## src/rtl/scsi_sel_detect.sv

```systemverilog
module scsi_sel_detect #(
  parameter int N_TGT  = 4,
  parameter int CLK_NS = 20,
  parameter int ATN_NS = 100,
  parameter int RST_NS = 500
) (
  input  logic               clk,
  input  logic               rst_n,
  input  logic               bus_sel,
  input  logic               bus_bsy,
  input  logic               bus_atn,
  input  logic               bus_rst,
  input  logic [7:0]         bus_db,
  input  logic [N_TGT-1:0]   cfg_en,
  input  logic [4*N_TGT-1:0] cfg_ids,
  input  logic               bsy_req,
  input  logic               clr,
  input  logic               bus_free,
  output logic               bsy_out,
  output logic [7:0]         sel_status,
  output logic               sel_seen,
  output logic               host_known,
  output logic               scsi1_mode,
  output logic               reset_flag
);
  localparam int ATN_CYC = (ATN_NS + CLK_NS - 1) / CLK_NS;
  localparam int RST_CYC = (RST_NS + CLK_NS - 1) / CLK_NS;
  localparam int AW = $clog2(ATN_CYC + 1);
  localparam int RW = $clog2(RST_CYC + 1);

  logic [11:0] sync1, sync2;
  logic sel_d, bsy_d, rst_d;
  logic [AW-1:0] acnt;
  logic [RW-1:0] rcnt;

  wire [7:0] db_s  = sync2[11:4];
  wire       sel_s = sync2[3];
  wire       bsy_s = sync2[2];
  wire       atn_s = sync2[1];
  wire       rst_s = sync2[0];

  wire trig   = (sel_s & ~sel_d | ~bsy_s & bsy_d) & sel_s & ~bsy_s & ~bsy_out;
  wire stat_ok = sel_status[7];

  logic       hit;
  logic [2:0] hit_id;
  always_comb begin
    hit = 1'b0;
    hit_id = '0;
    for (int i = N_TGT - 1; i >= 0; i--)
      if (cfg_en[i] && !cfg_ids[4*i+3] && db_s[cfg_ids[4*i +: 3]]) begin
        hit = 1'b1;
        hit_id = cfg_ids[4*i +: 3];
      end
  end

  always_ff @(posedge clk) begin
    if (!rst_n) begin
      sync1 <= '0; sync2 <= '0;
      sel_d <= 1'b0; bsy_d <= 1'b0; rst_d <= 1'b0;
    end else begin
      sync1 <= {bus_db, bus_sel, bus_bsy, bus_atn, bus_rst};
      sync2 <= sync1;
      sel_d <= sel_s; bsy_d <= bsy_s; rst_d <= rst_s;
    end
  end

  always_ff @(posedge clk) begin
    if (!rst_n || bus_free) begin
      sel_status <= '0; sel_seen <= 1'b0; bsy_out <= 1'b0;
      host_known <= 1'b0; scsi1_mode <= 1'b0; acnt <= '0;
    end else begin
      if (clr) begin
        sel_status <= '0; sel_seen <= 1'b0;
      end else if (trig && hit) begin
        sel_status <= {2'b11, 3'b000, hit_id};
        sel_seen <= 1'b1;
      end
      if (bsy_req && stat_ok && !bsy_out) begin
        bsy_out <= 1'b1;
        acnt <= AW'(ATN_CYC);
      end else if (acnt != '0) begin
        acnt <= acnt - 1'b1;
        if (acnt == AW'(1)) begin
          host_known <= 1'b1;
          if (!atn_s) begin
            scsi1_mode <= 1'b1;
            if (!clr) sel_status[6] <= 1'b0;
          end
        end
      end
    end
  end

  always_ff @(posedge clk) begin
    if (!rst_n) begin
      rcnt <= '0; reset_flag <= 1'b0;
    end else begin
      if (rcnt == '0) begin
        if (rst_s && !rst_d) rcnt <= RW'(RST_CYC);
      end else begin
        rcnt <= rcnt - 1'b1;
      end
      if (clr || bus_free) reset_flag <= 1'b0;
      else if (rcnt == RW'(1) && rst_s) reset_flag <= 1'b1;
    end
  end

  AST_BSY_AFTER_MATCH: assert property (@(posedge clk) disable iff (!rst_n)
    $rose(bsy_out) |-> $past(stat_ok));
  AST_SEEN_WITH_STATUS: assert property (@(posedge clk) disable iff (!rst_n)
    $rose(stat_ok) |-> sel_seen);
  AST_ID_HELD_WHILE_DRIVING: assert property (@(posedge clk) disable iff (!rst_n)
    $past(bsy_out) && !$past(clr) && !$past(bus_free) |-> $stable(sel_status[2:0]));
  AST_CLASS_NEEDS_BSY: assert property (@(posedge clk) disable iff (!rst_n)
    $rose(host_known) |-> bsy_out);
  AST_RESET_CONFIRMED: assert property (@(posedge clk) disable iff (!rst_n)
    $rose(reset_flag) |-> $past(rst_s));
  AST_FREE_RELEASES: assert property (@(posedge clk) disable iff (!rst_n)
    $past(bus_free) |-> !bsy_out && !sel_seen);
endmodule

```

## config.mk

```make
export PLATFORM = sky130hd
export DESIGN_NAME = scsi_sel_detect
export DESIGN_NICKNAME = d
export VERILOG_FILES = /design/src/rtl/scsi_sel_detect.sv
export SDC_FILE = /design/constraint.sdc
export NUM_CORES = 1
export LEC_CHECK = 0
export BUFFER_PORTS_ARGS = -buffer_cell sky130_fd_sc_hd__clkbuf_2
export CAP_MARGIN = 5
export CORE_ASPECT_RATIO = 1.1
export CORE_MARGIN = 5
export CORE_UTILIZATION = 45
export CTS_CLUSTER_DIAMETER = 150
export DETAILED_ROUTE_END_ITERATION = 10
export GPL_ROUTABILITY_DRIVEN = 0
export PLACE_DENSITY = 0.7
export SKIP_CTS_REPAIR_TIMING = 1
export SYNTH_ARGS = -nofsm -noshare
export SYNTH_HDL_FRONTEND = slang
export SYNTH_SLANG_ARGS = --single-unit
```

## constraint.sdc

```tcl
create_clock -name clk -period 2.16 [get_ports clk]
set_clock_uncertainty 0.1 [all_clocks]
set_input_delay 0.324 -clock clk [delete_from_list [all_inputs] [get_ports clk]]
set_output_delay 0.324 -clock clk [all_outputs]
set_load 0.005 [all_outputs]
```

==> qor.txt, run 1 <==
status - complete, no violations
Vias/cell - 4.808
syn avg cell area - 9.821 µm²
critical path type - flop to flop
Max FO, Critical Path - 8
commonest cells in the netlist - 44 x dfxtp_1, 29 x and2_1, 12 x nand2_1, 12 x nor2_1, 11 x inv_1
Starting Density - 45.94%
Seq/Total Area, Yosys - 45.07%
Max Cap Violations - 0
CTS sink cnt - 44
initial DRC count - 44
met2 Use GR - 24.28%
die area - 5762 µm²
switch share - 25.71%
area of the mapped netlist - 1954 µm²
H-tree depth - 2
worst hold path type - input port to flop
maximum VDD drop - 0.0005216 V
Critical Path End Type - flop
GR peak layer - met2
reg2reg end - sel_status[2]
Die H - 79.12 µm
CP arrival - 2.08 ns
final-report setup violation count - 0
ys async rst share - 0%
Clk pin slew, worst setup/hold paths - 0.09 ns
Power Internal - 1.420 mW
EDFF count, synth - 0
Crit. Startpoint - sync2[11]
clock root buffer - clkbuf_8
WP data required - 2.25 ns
area leader, netlist - dfxtp_1
Net count, final - 294
Flop pwr share - 48.0%
layout cells sized above 1 - 27.67%
pin count of the biggest net entering global routing - 33
ys flop type - dfxtp_1
Final HPWL DP - 2888 µm
setup TNS - 0 ns
number of global-route vias before repair - 1506
combinational power share - 18.1%
# IOs - 50
Mapped Cells - 199
RSZ-0062 raised after global routing - false
WL/cell - 12.19 µm
GRT met3 Usage - 3.671%
Critical Path Sink - sel_status[2]
initial antenna violation count - 0
port buffer count - 46
Synth Register Bits - 44
FILL cells - 403
grt met1 use - 16.55%
DRT Pass-1 Iters - 4
fin. max-slew vios - 0
drt drc - 0
worst reg2reg path depth - 4
hold_ws - 0.1363 ns
final worst-path cycle share - 91.90%
Final Util - 55.97%
Max Clk Rate - 503.8 MHz
core area - 4254 µm²
overflow left after global routing - 0
Routed Antenna Nets - 0
area added between synthesis and finish - 21.83%
Cell Area, Placed - 2260 µm²
ANT cells - 0
top post-synthesis cells by area - dfxtp_1 45%, and2_1 9.3%, mux4_2 4.6%
dpl cells - 299
Final Hold Fails - 0
min Tclk post-route - 1.985 ns
Synth warnings - 0
Power Density - 802.9 nW/µm²
final instance area - 2381 µm²
cts bufs inserted - 5
Tot GR Track Use - 14.05%
count leader, synth - dfxtp_1
TritonCTS clock tree - done
R2R setup slack - 0.18 ns
Startpoint Class - flop
Routed WL - 3741 µm
post-synth top area share - 45.07%
global-route wire length before repair - 6423 µm
number of cell rows - 25
reg2reg start - sync2[11]
Pleak - 1.053 nW
switching power - 491.5 µW
Post-Layout Cell Count - 307
Die Wd - 72.84 µm
clock network fraction of total power - 33.9%
clk_lat worst skew - 0.29 ns
vias post-DR - 1476
CTS max path bufs - 2
post-synth cell types - 40
## worst max-delay path, stage by stage, from the launching register on
cell and delay [ns]:
dfxtp_1 0.36, mux4_2 0.49, o211ai_1 0.31, a41oi_2 0.29, a2111oi_2 0.34
## worst min path at each step
stage,startpoint,endpoint,slack [ns],depth (start not counted)
2_1_floorplan,clr,sel_status[2],0.29,1
3_3_place_gp,sync1[5],sync2[5],0.32,1
3_5_place_dp,sync1[2],sync2[2],0.32,1
4_1_cts,bus_bsy,sync1[2],0.13,2
5_1_grt,bus_db[1],sync1[5],0.13,2
6_report,bus_sel,sync1[3],0.14,2
## kinds of logic (layout without fill, tap and decap cells)
group	Yosys count	count (layout)	share of synthesized area, %
muxes	13	13	9.347
xor gates and xnor gates	2	2	0.8965
adders and majority gates	5	5	3.201
buffers and inverters	19	71	4.417
DFF	44	44	45.07
other	1	3	0.1919
and+or+nand+nor	85	85	24.01
AOI/OAI and AO/OA	30	30	12.87
## per-stage QoR
| step | total power [mW] | worst slack [ns] |
|---|---|---|
| 5_1_grt | 2.031 | 0.0004525 |
| 4_1_cts | 1.928 | 0.1754 |
| 6_report | 1.912 | 0.1750 |
| 3_3_place_gp | 1.267 | 0.07481 |
| 3_5_place_dp | 1.280 | 0.03355 |
| 2_1_floorplan | 1.178 | 0.2794 |
## cell type report
| cell class | count | area (µm²) | share of cell area, % |
|---|---|---|---|
| Timing Repair Buffer | 52 | 275.3 | 11.56 |
| Tap cell | 54 | 67.56 | 2.838 |
| Multi-Input combinational cell | 138 | 994.7 | 41.78 |
| Clock buffer | 6 | 82.58 | 3.468 |
| Sequential cell | 44 | 880.8 | 36.99 |
| Inverter | 11 | 41.29 | 1.734 |
| Clock inverter | 2 | 38.79 | 1.629 |
## power by group through the flow
| stage | combinational, mW | clock (mW) | sequential, mW |
|---|---|---|---|
| after CTS | 0.350 | 0.663 | 0.916 |
| after global placement | 0.334 | 0 | 0.933 |
| after detailed placement | 0.347 | 0 | 0.933 |
| after global routing | 0.403 | 0.704 | 0.924 |
| after floorplan | 0.257 | 0 | 0.921 |
| final | 0.347 | 0.648 | 0.917 |
## registers in the layout, indices dropped and copies added, names as in the netlist
| register | cells |
|---|---|
| sel_seen | 1 |
| rcnt | 5 |
| sel_status | 4 |
| bsy_out | 1 |
| host_known | 1 |
| bsy_d | 1 |
| scsi1_mode | 1 |
| rst_d | 1 |
| reset_flag | 1 |
| sync1 | 12 |
| acnt | 3 |
| sync2 | 12 |
| sel_d | 1 |
## routing by layer
metal / up-vias / wire length (µm)
li1: 782 / -
met2: 32 / 1829
met3: 4 / 185
met4: 0 / 63
met5: - / 0
met1: 658 / 1663
## placed cells by master (no fill, tap or decap), drive strengths merged, types with 5 or more instances in the layout
| cell type | instances |
|---|---|
| nand2b | 6 |
| nand2 | 12 |
| inv | 11 |
| a21oi | 5 |
| nand3 | 7 |
| mux2i | 7 |
| dfxtp | 44 |
| a31oi | 5 |
| o21ai | 7 |
| nor2 | 13 |
| ha | 5 |
| buf | 6 |
| clkbuf | 52 |
| and2 | 29 |
Power figures use the tool's default switching activity.
==> inputs of run 2 (changes only) <==
==> constraint.sdc (replaced) <==
create_clock -name clk -period 1.9 [get_ports clk]
set_clock_uncertainty 0.1 [all_clocks]
set_input_delay 0.285 -clock clk [delete_from_list [all_inputs] [get_ports clk]]
set_output_delay 0.285 -clock clk [all_outputs]
set_load 0.005 [all_outputs]
==> run 2 against run 1 <==
  * The flow now finishes with violations (setup timing)
  * Critical path depth is 1 higher
  * Worst setup slack worse by 0.19 ns
  * Critical path type unchanged
  * Hold slack worse by 0.036 ns
  * Sequential power is 13% higher
  * Utilization is 3.0 points higher
  * Die area stayed put
  * Fmax is 3.5% higher
  * Count of clock-buffer cells in the layout is 1 lower
  * Register-to-register slack worse by 0.19 ns
  * Sequential cell count stayed put
  * Critical endpoint unchanged
==> qor.txt, run 2 (synthesized netlist as in run 1, its figures left out) <==
RSZ-0062 raised after global routing - true
cts bufs inserted - 5 (unchanged)
Final Hold Fails - 0 (unchanged)
multi-input logic area - 1039 µm² (+4.4%)
worst reg2reg path depth - 5 (+1)
dpl cells - 307 (+2.7%)
Die H - 79.12 µm (unchanged)
WL/cell - 12.40 µm (+1.7%)
DP Worst Slack - -0.1748 ns (-0.2084 ns)
critical path type - flop to flop
Startpoint Class - flop
port buffer count - 46 (unchanged)
Design Power - 2.275 mW (+19%)
Slowest cell on crit path - mux4_2
Die Wd - 72.84 µm (unchanged)
layout cells sized above 1 - 33.72% (+6.0 points)
TritonCTS clock tree - done
drt drc - 0 (unchanged)
top flop regs - sync1 (12), sync2 (12), rcnt (5)
setup TNS - -0.01845 ns (-0.01845 ns)
vias post-DR - 1531 (+3.7%)
most common cell after layout, fill and taps aside - clkbuf_2
failing checks - setup timing
area added between synthesis and finish - 28.36%
Post-Layout Cell Count - 315 (+2.6%)
Clk pin slew, worst setup/hold paths - 0.08 ns (about the same)
Tot GR Track Use - 14.21% (+0.17 points)
overflow left after global routing - 0 (unchanged)
final worst-path cycle share - 101.0% (+9.1 points)
FILL cells - 388 (-3.7%)
R2R setup slack - -0.02 ns (-0.19 ns)
CTS max path bufs - 2 (unchanged)
Vias/cell - 4.860 (+1.1%)
die area - 5762 µm² (unchanged)
Worst path max stage delay - 0.48 ns (about the same)
# IOs - 50 (unchanged)
pin count of the biggest net entering global routing - 33 (unchanged)
global-route wire length before repair - 6423 µm (unchanged)
initial DRC count - 73 (+66%)
CTS sink cnt - 44 (unchanged)
Critical Path End Type - flop
number of cell rows - 25 (unchanged)
core area - 4254 µm² (unchanged)
most frequent cells in the layout - 46 x clkbuf_2, 40 x dfxtp_1, 29 x and2_1
maximum VDD drop - 0.0008054 V (+54%)
Max FO, Critical Path - 7 (-1)
Starting Density - 45.94% (unchanged)
Power Density - 906.9 nW/µm² (+13%)
ANT cells - 0 (unchanged)
Net count, final - 303 (+3.1%)
delay-heaviest family, CP - compound AO/OA/AOI/OAI gates
Max Clk Rate - 521.3 MHz (+3.5%)
initial antenna violation count - 0 (unchanged)
worst hold path type - input port to flop
Crit. Startpoint - sync2[11]
fin worst setup slack - -0.01845 ns (-0.1935 ns)
H-tree depth - 2 (unchanged)
reg2reg start - sync2[11]
final-report setup violation count - 1 (+1)
Final HPWL DP - 2995 µm (+3.7%)
Pleak - 1.109 nW (+5.3%)
Routed WL - 3905 µm (+4.4%)
reg2reg end - sel_status[2]
WP data required - 1.99 ns (-0.26 ns)
stages on the worst setup path - 5 (+1)
DRT Pass-1 Iters - 4 (unchanged)
fin. max-slew vios - 0 (unchanged)
number of global-route vias before repair - 1470 (-2.4%)
clock root buffer - clkbuf_8
register area - 885.9 µm² (+0.57%)
worst-path cell chain - mux4_2 -> o211ai_1 -> buf_4 -> a41oi_4 -> a2111oi_2
Critical Path Sink - sel_status[2]
min Tclk post-route - 1.918 ns (-0.06652 ns)
hold_ws - 0.1002 ns (-0.03615 ns)
status - finished with violations
Max Cap Violations - 0 (unchanged)
clk_lat worst skew - 0.29 ns (about the same)
Routed Antenna Nets - 0 (unchanged)
CP bufs+invs - 1 (+1)
CP arrival - 2.01 ns (-0.07 ns)
## run 2: cell count changes in the layout (fill, tap and decap cells not counted), moves of 2 or more
cell	before	now
dfxtp_1	44	40
buf_4	6	14
dfxtp_2	0	4
nor3b_2	0	2
nor3b_1	4	2
## run 2: routing by layer
| metal | global-route usage (%) | wire (µm) | up-vias |
|---|---|---|---|
| li1 | - | - | 797 |
| met1 | 17.36 | 1584 | 679 |
| met2 | 23.29 | 1973 | 44 |
| met3 | 3.924 | 237 | 11 |
| met4 | 5.904 | 109 | 0 |
| met5 | 0 | 0 | - |
## run 2: through the flow
step | utilization, % | instance area [µm²]
3_3_place_gp | 54.53 | 2320
5_1_grt | 58.97 | 2509
4_1_cts | 57.56 | 2449
2_1_floorplan | - | 1962
3_5_place_dp | 54.53 | 2320
6_report | 58.97 | 2509
## run 2: cell type report
cell class / count / area share [%]
inverter: 11 / 1.646
tap: 54 / 2.693
clock buffer: 5 / 2.743
multi-input combinational: 138 / 41.40
sequential: 44 / 35.31
timing repair buffer: 61 / 13.82
clock inverter: 2 / 2.394
## run 2: worst min path at each step
| stage | slack [ns] | startpoint | cells past startpoint | end |
|---|---|---|---|---|
| final | 0.10 | bus_db[3] | 2 | sync1[7] |
| after floorplan | 0.25 | clr | 1 | sel_status[2] |
| after CTS | 0.09 | bus_rst | 2 | sync1[0] |
| after detailed placement | 0.32 | sync1[3] | 1 | sync2[3] |
| after global placement | 0.32 | sync1[0] | 1 | sync2[0] |
| after global routing | 0.09 | bus_db[4] | 2 | sync1[8] |
## run 2: power breakdown
part	switching, mW	internal, mW
logic	0.206	0.226
clock network	0.286	0.517
registers	0.0519	0.989
==> inputs of run 3 (changes only) <==
--- a/config.mk
+++ b/config.mk
@@ -14,6 +14,7 @@
 export DETAILED_ROUTE_END_ITERATION = 10
 export GPL_ROUTABILITY_DRIVEN = 0
 export PLACE_DENSITY = 0.7
+export RECOVER_POWER = 50
 export SKIP_CTS_REPAIR_TIMING = 1
 export SYNTH_ARGS = -nofsm -noshare
 export SYNTH_HDL_FRONTEND = slang
==> run 3 against run 2 <==
  * The flow still finishes with violations (setup timing)
  * Worst setup slack better by 0.0012 ns
  * Count of clock-buffer cells in the layout stayed put
  * Fmax is essentially flat
  * Utilization fell by 0.12 points
  * Wire length is essentially flat
  * Cell count unchanged
  * Die area unchanged
  * Global-route usage stayed put
  * Critical path depth stayed put
  * Sequential share of layout area is 0.071 points higher
  * Sequential cell count unchanged
  * Highest routed layer unchanged
==> qor.txt, run 3 (synthesized netlist as in run 1, its figures left out) <==
H-tree depth - 2 (unchanged)
fin. max-slew vios - 0 (unchanged)
Die H - 79.12 µm (unchanged)
min Tclk post-route - 1.917 ns (-0.001187 ns)
status - finished with violations
ANT cells - 0 (unchanged)
cts bufs inserted - 5 (unchanged)
fin worst setup slack - -0.01726 ns (+0.001187 ns)
Worst path max stage delay - 0.48 ns (about the same)
Max Clk Rate - 521.6 MHz (about the same)
most frequent cells in the layout - 45 x clkbuf_2, 40 x dfxtp_1, 18 x and2_1
R2R setup slack - -0.02 ns (about the same)
final worst-path cycle share - 100.9% (about the same)
clk_lat worst skew - 0.29 ns (about the same)
dpl cells - 307 (unchanged)
RSZ-0062 raised after global routing - true
Vias/cell - 4.867 (+0.13%)
Post-Layout Cell Count - 315 (unchanged)
maximum VDD drop - 0.0008037 V (-0.21%)
number of cell rows - 25 (unchanged)
Slowest cell on crit path - mux4_2
Final Util - 58.85% (-0.12 points)
number of global-route vias before repair - 1470 (unchanged)
DRT Pass-1 Iters - 4 (unchanged)
Power Density - 907.5 nW/µm² (about the same)
global-route wire length before repair - 6423 µm (unchanged)
initial antenna violation count - 0 (unchanged)
Hold Path Sink - sync1[7]
final-report setup violation count - 1 (unchanged)
delay-heaviest family, CP - compound AO/OA/AOI/OAI gates
core area - 4254 µm² (unchanged)
area added between synthesis and finish - 28.10%
clock root buffer - clkbuf_8
WP data required - 1.99 ns (about the same)
hold path startpoint - bus_db[3]
port buffer count - 46 (unchanged)
TritonCTS clock tree - done
setup TNS - -0.01726 ns (+0.001187 ns)
Net count, final - 303 (unchanged)
Max FO, Critical Path - 7 (unchanged)
critical path type - flop to flop
worst reg2reg path depth - 5 (unchanged)
Startpoint Class - flop
hold depth - 2 (unchanged)
most common cell after layout, fill and taps aside - clkbuf_2
Final Hold Fails - 0 (unchanged)
reg2reg start - sync2[11]
Critical Path End Type - flop
worst slew pin tran - 0.9238 ns
Routed Antenna Nets - 0 (unchanged)
# IOs - 50 (unchanged)
Final HPWL DP - 2995 µm (unchanged)
Max-slew headroom - 38.41%
drt drc - 0 (unchanged)
top flop regs - sync1 (12), sync2 (12), rcnt (5)
CTS max path bufs - 2 (unchanged)
vias post-DR - 1533 (+0.13%)
Routed WL - 3907 µm (about the same)
worst-path cell chain - mux4_2 -> o211ai_1 -> buf_4 -> a41oi_4 -> a2111oi_2
Tot GR Track Use - 14.21% (unchanged)
Clk pin slew, worst setup/hold paths - 0.08 ns (about the same)
layout cells sized above 1 - 32.95% (-0.77 points)
worst hold path type - input port to flop
Pleak - 1.093 nW (-1.4%)
Max Cap Violations - 0 (unchanged)
FILL cells - 389 (+0.26%)
reg2reg end - sel_status[2]
pin count of the biggest net entering global routing - 33 (unchanged)
initial DRC count - 69 (-5.5%)
failing checks - setup timing
WL/cell - 12.40 µm (about the same)
stages on the worst setup path - 5 (unchanged)
overflow left after global routing - 0 (unchanged)
Die Wd - 72.84 µm (unchanged)
CP arrival - 2.01 ns (about the same)
CTS sink cnt - 44 (unchanged)
CP bufs+invs - 1 (unchanged)
die area - 5762 µm² (unchanged)
Starting Density - 45.94% (unchanged)
-- run 3: cell type report --
cell class                      instances  area, µm²  share of cell area [%]
Clock inverter                          2      60.06                   2.399
Clock buffer                            5      68.82                   2.749
Timing Repair Buffer                   61      341.6                   13.64
Tap cell                               54      67.56                   2.699
Sequential cell                        44      885.9                   35.38
Multi-Input combinational cell        138       1039                   41.48
Inverter                               11      41.29                   1.649
-- run 3: worst max-delay path by stage --
| stage | startpoint | endpoint | slack (ns) |
|---|---|---|---|
| after floorplan | sync2[7] | sel_status[2] | 0.05 |
| after global placement | cfg_ids[8] | sel_status[2] | -0.14 |
| after detailed placement | cfg_ids[8] | sel_status[2] | -0.17 |
| after CTS | sync2[11] | sel_status[2] | -0.06 |
| after global routing | sync2[8] | sel_status[2] | -0.13 |
| final | sync2[11] | sel_status[2] | -0.02 |
-- run 3: layer usage --
layer  vias up  share of wire (%)  global-route usage, %
met4         0                2.8                  5.904
met2        42                 51                  23.29
met1       683                 40                  17.36
met3        11                6.0                  3.924
li1        797                  -                      -
met5         -                  0                      0
-- run 3: through the flow --
step	hold WS [ns]	instance area [µm²]	power (mW)	setup WS, ns
detailed placement	0.3177	2320	1.483	-0.1748
global placement	0.3169	2320	1.471	-0.1401
floorplan	0.2539	1962	1.340	0.04724
CTS	0.08887	2449	2.295	-0.05822
global route	0.09076	2504	2.421	-0.1272
finish	0.1011	2504	2.272	-0.01726
-- run 3: where the power goes --
part	switching (mW)	internal (mW)
Clock	0.285	0.517
Sequential	0.0515	0.989
Combinational	0.205	0.224
Total	0.542	1.73
